## src/rtl/xroad_pkg.sv

```systemverilog
// Package xroad_pkg
// Purpose : shared phase type and light codes for the crossroad light controller.
// Assumes : the two light roads share one code set; phase order is the rotation order.
package xroad_pkg;

    typedef enum logic [1:0] {
        PH_MAIN_GO   = 2'd0,
        PH_MAIN_SLOW = 2'd1,
        PH_SIDE_GO   = 2'd2,
        PH_SIDE_SLOW = 2'd3
    } phase_t;

    localparam logic [1:0] LAMP_GREEN  = 2'b00;
    localparam logic [1:0] LAMP_YELLOW = 2'b01;
    localparam logic [1:0] LAMP_RED    = 2'b11;

    localparam int NUM_ROADS = 2;

endpackage

```

## src/rtl/xroad_sec_timer.sv

```systemverilog
// Module xroad_sec_timer
// Purpose : counts elapsed seconds within the current phase.
// Assumes : clear has priority over tick; the phase machine clears the
//           count before it can exceed the longest phase duration.
module xroad_sec_timer #(
    parameter int CNT_W = 6
) (
    input  logic             clk,
    input  logic             rst_n,
    input  logic             clear,
    input  logic             tick,
    output logic [CNT_W-1:0] count
);

    // Seconds count: restart on clear, step on each tick.
    always_ff @(posedge clk) begin
        if (!rst_n) begin
            count <= '0;
        end else if (clear) begin
            count <= '0;
        end else if (tick) begin
            count <= count + CNT_W'(1);
        end
    end

endmodule

```

## src/rtl/xroad_phase_fsm.sv

```systemverilog
// Module xroad_phase_fsm
// Purpose : walks main green, main yellow, side green, side yellow.
//           Main green is held until the detector has been high for
//           MAIN_GREEN_S ticks in a row; every other phase lasts a fixed
//           number of ticks.
// Assumes : count comes from xroad_sec_timer and is cleared via restart.
module xroad_phase_fsm
    import xroad_pkg::*;
#(
    parameter int MAIN_GREEN_S = 40,
    parameter int YELLOW_S     = 4,
    parameter int SIDE_GREEN_S = 20,
    parameter int CNT_W        = 6
) (
    input  logic             clk,
    input  logic             rst_n,
    input  logic             tick,
    input  logic             car,
    input  logic [CNT_W-1:0] count,
    output phase_t           phase,
    output logic             restart
);

    localparam logic [CNT_W-1:0] MG_LAST = CNT_W'(MAIN_GREEN_S - 1);
    localparam logic [CNT_W-1:0] YL_LAST = CNT_W'(YELLOW_S - 1);
    localparam logic [CNT_W-1:0] SG_LAST = CNT_W'(SIDE_GREEN_S - 1);

    logic [CNT_W-1:0] last_sec;
    logic             at_end;
    logic             advance;
    logic             waiting;
    phase_t           phase_nxt;

    // Select the final second index of the current phase.
    always_comb begin
        case (phase)
            PH_MAIN_GO:   last_sec = MG_LAST;
            PH_SIDE_GO:   last_sec = SG_LAST;
            default:      last_sec = YL_LAST;
        endcase
    end

    // Decide whether this cycle completes the phase or restarts the count.
    always_comb begin
        waiting = (phase == PH_MAIN_GO) && !car;
        at_end  = tick && (count == last_sec);
        advance = at_end && !waiting;
        restart = advance || waiting;
    end

    // Rotation order of the phases.
    always_comb begin
        case (phase)
            PH_MAIN_GO:   phase_nxt = PH_MAIN_SLOW;
            PH_MAIN_SLOW: phase_nxt = PH_SIDE_GO;
            PH_SIDE_GO:   phase_nxt = PH_SIDE_SLOW;
            default:      phase_nxt = PH_MAIN_GO;
        endcase
    end

    // Phase register.
    always_ff @(posedge clk) begin
        if (!rst_n) begin
            phase <= PH_MAIN_GO;
        end else if (advance) begin
            phase <= phase_nxt;
        end
    end

endmodule

```

## src/rtl/xroad_lamp_decode.sv

```systemverilog
// Module xroad_lamp_decode
// Purpose : registered decode of the phase into one light code per road.
// Assumes : road 0 is the main road, road 1 the side road; each road owns
//           a green phase followed directly by its yellow phase.
module xroad_lamp_decode
    import xroad_pkg::*;
(
    input  logic       clk,
    input  logic       rst_n,
    input  phase_t     phase,
    output logic [1:0] main_light,
    output logic [1:0] side_light
);

    logic [1:0] lamp_q [NUM_ROADS];

    for (genvar r = 0; r < NUM_ROADS; r++) begin : g_road
        localparam phase_t GO_PH   = (r == 0) ? PH_MAIN_GO   : PH_SIDE_GO;
        localparam phase_t SLOW_PH = (r == 0) ? PH_MAIN_SLOW : PH_SIDE_SLOW;
        localparam logic [1:0] RST_LAMP = (r == 0) ? LAMP_GREEN : LAMP_RED;

        logic [1:0] lamp_d;

        // Map the phase onto this road's light.
        always_comb begin
            if (phase == GO_PH) begin
                lamp_d = LAMP_GREEN;
            end else if (phase == SLOW_PH) begin
                lamp_d = LAMP_YELLOW;
            end else begin
                lamp_d = LAMP_RED;
            end
        end

        // Light output register for this road.
        always_ff @(posedge clk) begin
            if (!rst_n) begin
                lamp_q[r] <= RST_LAMP;
            end else begin
                lamp_q[r] <= lamp_d;
            end
        end
    end

    assign main_light = lamp_q[0];
    assign side_light = lamp_q[1];

endmodule

```

## src/rtl/xroad_light_ctrl.sv

```systemverilog
// Module xroad_light_ctrl
// Purpose : top of the sensor-triggered crossroad light controller.
// Assumes : sec_tick is a single-cycle pulse once per second generated
//           elsewhere; side_car is already debounced and synchronous.
module xroad_light_ctrl
    import xroad_pkg::*;
#(
    parameter int MAIN_GREEN_S = 40,
    parameter int YELLOW_S     = 4,
    parameter int SIDE_GREEN_S = 20
) (
    input  logic       clk,
    input  logic       rst_n,
    input  logic       sec_tick,
    input  logic       side_car,
    output logic [1:0] main_light,
    output logic [1:0] side_light
);

    localparam int MAX_GREEN = (MAIN_GREEN_S > SIDE_GREEN_S) ? MAIN_GREEN_S : SIDE_GREEN_S;
    localparam int MAX_DUR   = (MAX_GREEN > YELLOW_S) ? MAX_GREEN : YELLOW_S;
    localparam int CNT_W     = (MAX_DUR < 2) ? 1 : $clog2(MAX_DUR);

    logic [CNT_W-1:0] sec_count;
    logic             sec_clear;
    phase_t           phase;

    xroad_sec_timer #(
        .CNT_W(CNT_W)
    ) u_timer (
        .clk   (clk),
        .rst_n (rst_n),
        .clear (sec_clear),
        .tick  (sec_tick),
        .count (sec_count)
    );

    xroad_phase_fsm #(
        .MAIN_GREEN_S(MAIN_GREEN_S),
        .YELLOW_S    (YELLOW_S),
        .SIDE_GREEN_S(SIDE_GREEN_S),
        .CNT_W       (CNT_W)
    ) u_fsm (
        .clk     (clk),
        .rst_n   (rst_n),
        .tick    (sec_tick),
        .car     (side_car),
        .count   (sec_count),
        .phase   (phase),
        .restart (sec_clear)
    );

    xroad_lamp_decode u_lamps (
        .clk        (clk),
        .rst_n      (rst_n),
        .phase      (phase),
        .main_light (main_light),
        .side_light (side_light)
    );

endmodule

```

## config.mk

```make
export PLATFORM = sky130hd
export DESIGN_NAME = xroad_light_ctrl
export DESIGN_NICKNAME = d
export VERILOG_FILES = /design/src/rtl/xroad_pkg.sv /design/src/rtl/xroad_sec_timer.sv /design/src/rtl/xroad_phase_fsm.sv /design/src/rtl/xroad_lamp_decode.sv /design/src/rtl/xroad_light_ctrl.sv
export SDC_FILE = /design/constraint.sdc
export NUM_CORES = 1
export LEC_CHECK = 0
export BUFFER_PORTS_ARGS = -buffer_cell sky130_fd_sc_hd__buf_2
export CAP_MARGIN = 20
export CORE_MARGIN = 1
export CORE_UTILIZATION = 25
export CTS_BUF_LIST = sky130_fd_sc_hd__clkbuf_8
export DETAILED_ROUTE_END_ITERATION = 8
export PLACE_DENSITY = 0.45
export RECOVER_POWER = 25
export SYNTH_ARGS = -nofsm -noshare
export SYNTH_HDL_FRONTEND = slang
export SYNTH_HIERARCHICAL = 1
export SYNTH_SLANG_ARGS = --single-unit
```

## constraint.sdc

```tcl
create_clock -name clk -period 5.6 [get_ports clk]
set_clock_uncertainty 0.1 [all_clocks]
set_input_delay 0.28 -clock clk [delete_from_list [all_inputs] [get_ports clk]]
set_output_delay 0.28 -clock clk [all_outputs]
set_load 0.01 [all_outputs]
```

**Word-level counts from Yosys, hierarchy flattened**

Memory sizes are Yosys's and may differ from the RTL's.
Index checks and enable logic that the tools add are counted.
W data, S select, Z words.

- Add/subtract/negate cells: 1
- $lt $le $gt $ge: 0
- Muxes and demuxes: 10
- Reduce and logical (&&, ||, !) cells: 8
- Div/mod/pow operators: 0
- Eq/ne operators: 4
- Shifts and indexed selects: 0
- $mul: 0
- Bitwise operators: 3

Operators with widths:

| operator | count |
|---|---|
| $mux W2 | 6 |
| $pmux W6 S2 | 1 |
| $add A6 B1 Y6 const B | 1 |
| $eq A6 B6 Y1 | 1 |
| $pmux W2 S3 | 1 |
| $eq A2 B2 Y1 const B | 2 |
| $logic_and A1 B1 Y1 | 3 |
| $eq A2 B1 Y1 const B | 1 |
| $logic_not A1 Y1 | 2 |
| $logic_not A2 Y1 | 1 |
| $mux W1 | 2 |
| $or A1 B1 Y1 | 2 |
| $reduce_or A2 Y1 | 1 |
| $logic_or A1 B1 Y1 | 1 |
| $not A1 Y1 | 1 |

- Flip-flop bits (word level): 8
- Logic and storage cells: 29
- Bits of input ports: 4
- Bits in read-only memories: 0
- Output and inout port bits: 4
- Memories kept: 1
- Bits in latches: 0
- RAM bits: 4

Memory list:

| memory | depth | width | read ports | clocked after Yosys merged registers in | write ports | line | source |
|---|---|---|---|---|---|---|---|
| u_lamps.lamp_q | 2 | 2 | 2 | 0 | 2 | xroad_lamp_decode.sv:15 | `logic [1:0] lamp_q [NUM_ROADS];` |

**Depth between registers and ports, before layout**

Gate-level depths: netlist of the first run.

- Word-level depth: 7
- Gate-level depth with buffers: 7
- Depth with buffers taken out: 7

**By module**

Netlist of the first run, hierarchy kept.

Modules (own cells, without submodules):

| module | seq. area each (sq um) | times used | area each (sq um) | cells each |
|---|---|---|---|---|
| xroad_sec_timer | 120.1 | 1 | 245.2 | 25 |
| xroad_phase_fsm | 40.0 | 1 | 203.9 | 22 |
| xroad_lamp_decode | 80.1 | 1 | 105.1 | 8 |

**Least setup slack after synthesis of the first run**

No wires, ideal clock.

- Kind: reg-to-reg
- From: reg u_fsm.phase[1]
- To: reg u_fsm.phase[0]
- Arrival time: 1.588 ns
- Path slack: 3.842 ns
- Clock period less this slack: 1.758 ns
- Buffers on the path: 0
- Required time: 5.430 ns
- Setup time: 0.070 ns
- Cell stages (with the launch flop): 7
- Cell sequence: dfxtp_1 > inv_1 > ha_1 > nor3_1 > o211ai_2 > or4_1 > a21boi_1

- Longest elaborated chain between the ends: 5
- Elaborated cells on any way between the ends: 10
- Those cells by class: 3 x eq/ne; 2 x mux; 5 x reduce/logical

RTL lines:

| what | line | source |
|---|---|---|
| start, declared | xroad_phase_fsm.sv:20 | `output phase_t phase,` |
| start signal, assigned | xroad_phase_fsm.sv:66 | `phase <= phase_nxt;` |
| $eq A2 B2 Y1 or $logic_not A2 Y1 (tied branches) | xroad_phase_fsm.sv:36, xroad_phase_fsm.sv:53, xroad_phase_fsm.sv:45 |  |
| $pmux W6 S2 | xroad_phase_fsm.sv:36 | `case (phase)` |
| $eq A6 B6 Y1 | xroad_phase_fsm.sv:46 | `at_end = tick && (count == last_sec);` |
| $logic_and A1 B1 Y1 | xroad_phase_fsm.sv:46 |  |
| $logic_and A1 B1 Y1 | xroad_phase_fsm.sv:47 | `advance = at_end && !waiting;` |

Parallel ways exist; a longest one is shown, timed or not.
A chain may end at the register's enable or synchronous reset.

**Worst setup path in the final report of the first run**

- From: reg u_fsm.phase[1]
- To: reg u_timer.count[5]

- Longest elaborated chain between the ends: 7
- Elaborated cells on any way between the ends: 10
- Those cells by class: 2 x eq/ne; 1 x mux; 7 x reduce/logical

RTL lines:

| what | line | source |
|---|---|---|
| $eq A2 B2 Y1 or $logic_not A2 Y1 (tied branches) | xroad_phase_fsm.sv:36, xroad_phase_fsm.sv:45 |  |
| $pmux W6 S2 | xroad_phase_fsm.sv:36 |  |
| $eq A6 B6 Y1 | xroad_phase_fsm.sv:46 |  |
| $logic_and A1 B1 Y1 | xroad_phase_fsm.sv:46 |  |
| $logic_and A1 B1 Y1 | xroad_phase_fsm.sv:47 |  |
| $logic_or A1 B1 Y1 * | xroad_phase_fsm.sv:48 | `restart = advance \|\| waiting;` |
| net sec_clear | xroad_light_ctrl.sv:25 | `logic sec_clear;` |
| $reduce_or A2 Y1 (no source line) * | n/a |  |
| end signal, assigned | xroad_sec_timer.sv:22 | `count <= count + CNT_W'(1);` |
| end, declared | xroad_sec_timer.sv:12 | `output logic [CNT_W-1:0] count` |

Mark *: on every way through the listed nets, which the timed path passes. The rest lies on a longest branch.

==> results.md, run 1 <==
* Unrepaired setup endpoints after global routing: false
* DR vias at 399
* Proportion of layout cells with a drive suffix above 1 at 0.212
* Slew @ Worst Pin at 0.266 ns
* CTS Hold Bufs at 0
* Crit-path cells: inv_1, ha_1, and3_1, o211ai_2, or2b_1, nand2b_1, a21oi_1
* P_leak at 0.000272 uW
* Busiest layer in global routing: met2
* Post-Syn Area at 554 um2
* Combinational fraction of design power at 0.029
* Post-route ant nets at 0
* DRT iter0 DRCs at 4
* Port bufs at 7
* Root Buffer: clkbuf_8
* Flop pwr share at 0.467
* Setup crit start kind: flop
* GR Overflow Total at 0
* H-tree levels at 1
* Dpl ws at 3.66 ns
* Syn_nets at 64
* CP startpoint: u_fsm/phase[1]
* Sw Share at 0.189
* Overall global routing resource usage at 0.0816
* Worst setup path end: u_timer/count[5]
* Worst EP arrival at 1.98 ns
* Final GP Congestion at 0.720
* Post-synth cell types at 28
* GR Util met1 at 0.0875
* Initial core utilization at 0.274
* Post-CTS sizing at 0
* # DRC at 0
* Setup TNS at 0 ns
* P_int at 150 uW
* Setup crit end kind: flop
* Time the worst path needs with I/O delays and setup at 1.92 ns
* Max stage delay cell, worst path: dfxtp_1
* Area growth, synth to finish at 22.3%
* Global-route wire length before repair at 1.42 mm
* Sink Count at 12
* Fmax at 0.522 GHz
* Crit path buf inv count at 1
* # IOs at 8
* Die ar. at 2410 um2
* Antenna violations before repair at 0
* Outcome: completed
* Critical Path RT at 5.67 ns
* Fin crit share at 0.342
* Grt met2 use at 0.126
* Nets@finish at 76
* Worst reg2reg endpoint: u_timer/count[5]
* Num CTS Buffers at 3
* Pwr dens at 273 nW/um2
* Core Box Area at 2020 um2
* Setup bufs post-CTS at 0
* Max stage delay on crit path at 0.45 ns
* Psw at 35.1 uW
* FF-to-FF path depth at 7
* Diodes inserted at 0
* Fin. Hold Viols at 0
* Chip width at 49.1 um
* Via density at 4.29
* Sequential-to-total area share from yosys stat at 0.433
* Largest fanout on the critical path at 8
* Crit Path Class: flop to flop
* CP Depth at 7
* HP Class: primary input to flop
* Vias in the first global route at 341
* Synth Register Bits at 12
* Flop2flop setup slack at 3.68 ns
* Met3 global-route usage at 0.0280
* Row count at 16
* CTS tree: done
* Worst skew pair latency at 0.24 ns
* Synth warn at 6
* Top delay family on crit path: simple AND/OR/NAND/NOR gates
* Die Y at 49.1 um
* Final setup viols at 0
* Max IR drop VDD at 108 uV
* Clock slew at reported path FFs at 0.05 ns
* Maxcap violations at 0
* Drt total wl at 854 um
* Final HPWL DP at 650 um
* Final Util at 0.335
* Mean post-synth cell area at 10.1 um2
* Final Max Tran Viols at 0
* 1st-pass router iterations at 4
* Largest net degree at the start of global routing at 9
* Gate Count Post-Synth at 55
* Clock power share at 0.504
* CTS Buffer Depth at 2
* Fin worst setup slack at 3.68 ns
* Drt wl/cell at 9.18 um
* Slew headroom at 0.822
* R2R Path Start: u_fsm/phase[1]
-- worst min path at each step --
stage	startpoint	end	slack, ns	depth (start not counted)
floorplan	rst_n	u_lamps/lamp_q[1][1]	0.25	1
global placement	u_fsm/phase[1]	u_lamps/lamp_q[1][1]	0.38	1
detailed placement	u_fsm/phase[1]	u_lamps/lamp_q[1][1]	0.38	1
CTS	rst_n	u_lamps/lamp_q[1][1]	0.19	2
global route	rst_n	u_lamps/lamp_q[1][1]	0.19	2
finish	rst_n	u_lamps/lamp_q[1][1]	0.19	2
-- per-stage QoR --
step           std cells  total power [uW]  hold WS [ns]  instance area [um2]
2_1_floorplan         55              91.0         0.250                  554
3_3_place_gp          89              93.9         0.377                  623
3_5_place_dp          89              93.9         0.380                  623
4_1_cts               93               189         0.188                  678
5_1_grt               93               194         0.188                  678
6_report              93               185         0.188                  678
-- flip-flops by register name, indices dropped and copies added (netlist names) --
name	count
u_timer/count	6
u_lamps/lamp_q	4
u_fsm/phase	2
-- area by class of cell --
cell class | instances | area [um2]
clock buffer | 4 | 55.1
multi-input combinational | 41 | 307
timing repair buffer | 7 | 35.0
sequential | 12 | 240
fill | 221 | 1340
inverter | 2 | 7.51
tap | 27 | 33.8
-- worst reg2reg max path, stage by stage, from the launching register on --
cell and delay [ns]:
dfxtp_1 0.45, inv_1 0.10, ha_1 0.20, and3_1 0.15, o211ai_2 0.23, or2b_1 0.24
nand2b_1 0.23, a21oi_1 0.15
-- cell usage after synthesis --
| cell | number | area share |
|---|---|---|
| or3_1 | 1 | 0.011 |
| nand4_2 | 1 | 0.023 |
| nand3b_1 | 1 | 0.014 |
| nand2_1 | 4 | 0.027 |
| and3_1 | 1 | 0.011 |
| a21boi_1 | 1 | 0.014 |
| xnor2_1 | 1 | 0.016 |
| o211ai_2 | 1 | 0.023 |
| inv_1 | 2 | 0.014 |
| o21a_1 | 1 | 0.014 |
| and2_1 | 1 | 0.011 |
| a21oi_1 | 1 | 0.0090 |
| nand4_1 | 1 | 0.011 |
| o31ai_1 | 1 | 0.014 |
| nor2b_1 | 1 | 0.011 |
| dfxtp_1 | 12 | 0.43 |
| xnor2_2 | 1 | 0.029 |
| and4b_1 | 1 | 0.018 |
| ha_1 | 5 | 0.11 |
| nor2_1 | 6 | 0.041 |
| o21ai_0 | 2 | 0.018 |
| nand2b_1 | 1 | 0.011 |
| or4_1 | 1 | 0.014 |
| mux2i_1 | 1 | 0.018 |
| xor2_1 | 3 | 0.047 |
| nor3_1 | 1 | 0.0090 |
| or2b_1 | 1 | 0.014 |
| o211ai_1 | 1 | 0.014 |
-- layer usage --
| layer | part of all wire | vias to the layer above |
|---|---|---|
| li1 | - | 217 |
| met1 | 0.52 | 175 |
| met2 | 0.43 | 5 |
| met3 | 0.023 | 2 |
| met4 | 0.032 | 0 |
| met5 | 0 | - |
-- cell families (layout without fill, tap and decap cells) --
group	Yosys count	count (layout)	share of synthesized area
AOI/OAI and AO/OA	8	8	0.104
and+or+nand+nor	22	22	0.226
buffers and inverters	2	13	0.0135
xor gates and xnor gates	5	5	0.0926
DFF	12	12	0.433
adders and majority gates	5	5	0.113
muxes	1	1	0.0181
-- power by group through the flow --
| stage | logic [uW] | registers, uW | clock network, uW |
|---|---|---|---|
| after floorplan | 2.75 | 88.3 | 0 |
| after global placement | 5.42 | 88.4 | 0 |
| after detailed placement | 5.50 | 88.4 | 0 |
| after CTS | 5.50 | 86.6 | 97.1 |
| after global routing | 6.19 | 86.7 | 101 |
| final | 5.35 | 86.6 | 93.4 |
-- cell usage in the layout, fill, tap and decap left out, drive strengths merged, types with 2 or more instances in the layout --
master  count
buf         7
o211ai      2
ha          5
xor2        3
nand4       2
inv         2
dfxtp      12
clkbuf      4
xnor2       2
nand2       4
o21ai       2
nor2        6
Note: power is estimated with default switching activity, not from simulation.
==> run 2, diff against run 1 <==
--- a/config.mk
+++ b/config.mk
@@ -11,7 +11,7 @@
 export CORE_UTILIZATION = 25
 export CTS_BUF_LIST = sky130_fd_sc_hd__clkbuf_8
 export DETAILED_ROUTE_END_ITERATION = 8
-export PLACE_DENSITY = 0.45
+export PLACE_DENSITY = 0.47
 export RECOVER_POWER = 25
 export SYNTH_ARGS = -nofsm -noshare
 export SYNTH_HDL_FRONTEND = slang
==> constraint.sdc (replaced) <==
create_clock -name clk -period 1.7 [get_ports clk]
set_clock_uncertainty 0.1 [all_clocks]
set_input_delay 0.085 -clock clk [delete_from_list [all_inputs] [get_ports clk]]
set_output_delay 0.085 -clock clk [all_outputs]
set_load 0.01 [all_outputs]
==> run 2 against run 1 <==
- clock power rose to 2.7 times the previous value
- critical path type unchanged
- largest cell class unchanged
- via count up 6.3%
- fmax up 15%
- global-route usage up 1.0 points
- hold slack worse by 0.10 ns
- die area unchanged
- non-clock buffer count up 8
- combinational power rose to 5.3 times the previous value
- clock-buffer cell count down 1
- routed wire length up 13%
- largest power group is now sequential cells
- power rose to 3.0 times the previous value
==> results.md, run 2 (synthesized netlist as in run 1, its figures left out) <==
* Fin crit share at 0.977
* DRT iter0 DRCs at 2
* Time the worst path needs with I/O delays and setup at 1.66 ns
* Leading cell type in the layout, fill and taps excluded: dfxtp_1
* Crit path buf inv count at 1
* Drt wl/cell at 9.61 um
* # DRC at 0
* Most frequent cells in the layout: 11 x dfxtp_1, 7 x buf_4, 5 x buf_2, 5 x nor2_1, 4 x nand2_1
* Critical Path RT at 1.76 ns
* Core Box Area at 2020 um2
* Top delay family on crit path: simple AND/OR/NAND/NOR gates
* Final GP Congestion at 0.714
* Max IR drop VDD at 272 uV
* Setup crit end kind: flop
* Max stage delay on crit path at 0.49 ns
* Final Util at 0.373
* Diodes inserted at 0
* Worst skew pair latency at 0.23 ns
* Largest fanout on the critical path at 3
* Final HPWL DP at 724 um
* # IOs at 8
* Non-filler instance count after layout at 100
* Root Buffer: clkbuf_8
* Placed Cells at 96
* Chip width at 49.1 um
* Flop2flop setup slack at 0.04 ns
* HP Class: primary input to flop
* Global-route wire length before repair at 1.56 mm
* FF-to-FF path depth at 6
* Fin. Hold Viols at 0
* Clock slew at reported path FFs at 0.05 ns
* Worst EP arrival at 1.72 ns
* P_int at 453 uW
* Die Y at 49.1 um
* Combinational fraction of design power at 0.050
* Row count at 16
* R2R Path Start: u_fsm/phase[0]
* Die ar. at 2410 um2
* Sink Count at 12
* Drt total wl at 961 um
* CP startpoint: u_fsm/phase[0]
* Setup crit start kind: flop
* Clock power share at 0.446
* Psw at 111 uW
* GR Overflow Total at 0
* Via density at 4.24
* Area growth, synth to finish at 35.9%
* Crit Path Class: flop to flop
* Port bufs at 7
* Pwr dens at 749 nW/um2
* Initial core utilization at 0.274
* Post-route ant nets at 0
* Outcome: completed
* CTS tree: done
* Worst setup path end: u_fsm/phase[0]
* CP Depth at 6
* 1st-pass router iterations at 5
* Vias in the first global route at 385
* Biggest regs: u_timer/count: 6 flops, u_lamps/lamp_q: 4 flops, u_fsm/phase: 2 flops
* Max reg flops at 6
* Final setup viols at 0
* Antenna violations before repair at 0
* Unrepaired setup endpoints after global routing: true
* Flop pwr share at 0.504
* Max stage delay cell, worst path: or4_4
* Sw Share at 0.196
* Nets@finish at 84
* Slew @ Worst Pin at 0.253 ns
* Biggest register: u_timer/count
* DR vias at 424
* P_leak at 0.000316 uW
* Slew headroom at 0.830
* Proportion of layout cells with a drive suffix above 1 at 0.370
* Maxcap violations at 0
* H-tree levels at 1
* Largest net degree at the start of global routing at 9
* Overall global routing resource usage at 0.0920
* Fin worst setup slack at 0.0389 ns
* Final Max Tran Viols at 0
* Crit-path cells: inv_2, ha_2, xnor2_2, o211ai_2, or4_4, a21boi_2
* Fmax at 0.602 GHz
* Worst reg2reg endpoint: u_fsm/phase[0]
* Setup bufs post-CTS at 0
* Num CTS Buffers at 3
* Dpl ws at -0.0404 ns
* CTS Buffer Depth at 2
## run 2: stage by stage
stage / area [um2] / total power [uW] / hold slack (ns) / TNS [ns]
final: 753 / 564 / 0.0875 / 0
after CTS: 743 / 572 / 0.0837 / 0
after floorplan: 561 / 300 / 0.0543 / 0
after global routing: 753 / 599 / 0.116 / -0.0297
after global placement: 682 / 313 / 0.227 / -0.0302
after detailed placement: 682 / 314 / 0.230 / -0.191
## run 2: worst register-to-register path, delay by kind of cell (launching register included)
| kind | cells | cell delay [ns] |
|---|---|---|
| AOI/OAI and AO/OA | 2 | 0.27 |
| and+or+nand+nor | 1 | 0.49 |
| buffers and inverters | 1 | 0.06 |
| DFF | 1 | 0.33 |
| xor gates and xnor gates | 1 | 0.15 |
| adders and majority gates | 1 | 0.19 |
## run 2: what timing repair did
action | 4_1_cts | 5_1_grt
pin swaps | 2 | 1
resized for setup | 3 | 5
hold endpoints to repair | 1 | 0
hold buffers | 1 | 0
endpoints found under the setup margin | 7 | 3
cloned | 0 | 0
## run 2: cell type report
cell class / count / area, um2
inverters: 2 / 7.51
well taps: 27 / 33.8
clock buffers: 3 / 41.3
repair buffers: 15 / 95.1
flip-flops and latches: 12 / 241
fillers: 203 / 1270
multi-input cells: 41 / 334
## run 2: worst min-delay path by stage
stage / from / to / cells after the start
floorplan: rst_n / u_lamps/lamp_q[1][1] / 1
global placement: rst_n / u_lamps/lamp_q[1][1] / 2
detailed placement: rst_n / u_lamps/lamp_q[1][1] / 2
CTS: sec_tick / u_timer/count[0] / 3
global route: sec_tick / u_timer/count[1] / 3
finish: sec_tick / u_timer/count[0] / 3
## run 2: per-layer routing
layer  part of all wire  vias up  global-route usage
met5                  0        -                   0
met4              0.030        0              0.0882
met3              0.045        4              0.0280
met2               0.46       10               0.146
met1               0.47      183              0.0947
li1                   -      227                   -
## run 2: power by group through the flow
stage | Combinational [uW] | Clock [uW] | Sequential, uW
after floorplan | 9.04 | 0 | 291
after global placement | 23.2 | 0 | 290
after detailed placement | 23.8 | 0 | 290
after CTS | 27.6 | 260 | 284
after global routing | 32.2 | 283 | 284
final | 28.4 | 251 | 284
==> run 3, diff against run 2 <==
--- a/config.mk
+++ b/config.mk
@@ -7,11 +7,11 @@
 export LEC_CHECK = 0
 export BUFFER_PORTS_ARGS = -buffer_cell sky130_fd_sc_hd__buf_2
 export CAP_MARGIN = 20
-export CORE_MARGIN = 1
-export CORE_UTILIZATION = 25
+export CORE_AREA = 2 2 39 41
 export CTS_BUF_LIST = sky130_fd_sc_hd__clkbuf_8
 export DETAILED_ROUTE_END_ITERATION = 8
-export PLACE_DENSITY = 0.47
+export DIE_AREA = 0 0 41 43
+export PLACE_DENSITY = 0.67
 export RECOVER_POWER = 25
 export SYNTH_ARGS = -nofsm -noshare
 export SYNTH_HDL_FRONTEND = slang
==> run 3 against run 2 <==
- critical path depth unchanged
- highest routed layer is now met3
- critical endpoint unchanged
- critical path type unchanged
- clock power up 21%
- via count down 0.24%
==> results.md, run 3 (synthesized netlist as in run 1, its figures left out) <==
* Outcome: completed
* # DRC at 0
* Power Total at 613 uW
* Vias in the first global route at 398
* Most frequent cells in the layout: 10 x dfxtp_1, 6 x buf_2, 6 x nor2_1
* Largest fanout on the critical path at 3
* Global-route wire length before repair at 1.66 mm
* Max IR drop VDD at 627 uV
* Nets@finish at 81
* Fill count at 129
* Antenna violations before repair at 0
* Slew @ Worst Pin at 0.314 ns
* Final Max Tran Viols at 0
* Initial core utilization at 0.401
* DRT iter0 DRCs at 7
* CTS Hold Bufs at 0
* Crit Path Class: flop to flop
* Max reg flops at 6
* Via density at 4.86
* Die Y at 43 um
* Placed Cells at 82
* Final setup viols at 0
* Overall global routing resource usage at 0.139
* FF-to-FF path depth at 6
* Post-route ant nets at 0
* Drt total wl at 983 um
* P_leak at 0.000304 uW
* Setup crit start kind: flop
* Final GP Congestion at 0.678
* Row count at 14
* Fmax at 0.607 GHz
* Leading cell type in the layout, fill and taps excluded: dfxtp_1
* Biggest register: u_timer/count
* Pwr dens at 834 nW/um2
* Worst skew pair latency at 0.24 ns
* CTS Buffer Depth at 2
* Drt wl/cell at 11.3 um
* CTS tree: done
* Hold Slack at 0.0138 ns
* Port bufs at 7
* Time the worst path needs with I/O delays and setup at 1.65 ns
* Die ar. at 1760 um2
* DR vias at 423
* Fin. Hold Viols at 0
* Reg area at 243 um2
* Final HPWL DP at 668 um
* Sink Count at 12
* Largest net degree at the start of global routing at 9
* # IOs at 8
* GR Overflow Total at 0
* Non-filler instance count after layout at 87
* Root Buffer: clkbuf_8
* Diodes inserted at 0
* Maxcap violations at 0
* Proportion of layout cells with a drive suffix above 1 at 0.366
* Chip width at 41 um
* 1st-pass router iterations at 2
* HP Class: primary input to flop
* Num CTS Buffers at 3
* Area of the multi-input gates at 339 um2
* H-tree levels at 1
* Fin crit share at 0.969
* Core Box Area at 1380 um2
* Hold Path Cell Cnt at 2
* Worst EP arrival at 1.71 ns
* Area growth, synth to finish at 32.5%
* Slew headroom at 0.790
* Clock slew at reported path FFs at 0.05 ns
* Critical Path RT at 1.77 ns
* Biggest regs: u_timer/count: 6 flops, u_lamps/lamp_q: 4 flops, u_fsm/phase: 2 flops
* Setup crit end kind: flop
run 3: path summary, 6_finish.rpt:
kind / startpoint / endpoint / slack, ns
worst max register to register: u_fsm/phase[0] / u_fsm/phase[0] / 0.05
worst min register to register: u_timer/count[5] / u_timer/count[5] / 0.42
worst min-delay path: rst_n / u_lamps/lamp_q[1][1] / 0.01
worst max-delay path: u_fsm/phase[0] / u_fsm/phase[0] / 0.05
run 3: area by class of cell:
type / count / share of cell area
Tap cell: 16 / 0.0273
Multi-Input combinational cell: 41 / 0.462
Timing Repair Buffer: 12 / 0.0920
Clock buffer: 4 / 0.0750
Sequential cell: 12 / 0.330
Inverter: 2 / 0.0136
run 3: through the flow:
stage / worst slack [ns] / instance area [um2] / util / setup TNS, ns
detailed placement: -0.0279 / 646 / 0.467 / -0.0829
global placement: -0.00482 / 646 / 0.467 / -0.00482
global route: -0.0187 / 734 / 0.531 / -0.0187
finish: 0.0529 / 734 / 0.531 / 0
floorplan: 0.00102 / 561 / - / 0
CTS: 0.0179 / 711 / 0.514 / 0
run 3: repair_timing:
| item | in CTS | in global routing |
|---|---|---|
| setup endpoints to repair | 7 | 7 |
| pin swaps | 1 | 2 |
| setup buffers | 0 | 1 |
| gates resized for setup | 3 | 7 |
run 3: worst max-delay path, cell delays in order, from the launching register on:
cell and delay [ns]:
dfxtp_2 0.33, inv_4 0.07, ha_2 0.19, and3_4 0.18, o211ai_2 0.09, or4_1 0.48, a21boi_1 0.14
run 3: power by group:
group          total, uW  switching, uW  internal (uW)  leakage [uW]
Sequential           284           1.12            283     0.0000979
Clock                304            100            204     0.0000288
Combinational       23.9           13.4           10.5      0.000177
Total                613            115            498      0.000304
run 3: per-layer routing:
layer / routed length, um / vias to the layer above / track usage
li1: - / 221 / -
met1: 436 / 193 / 0.179
met2: 492 / 9 / 0.200
met3: 55 / 0 / 0.0838
met4: 0 / 0 / 0.0200
met5: 0 / - / 0
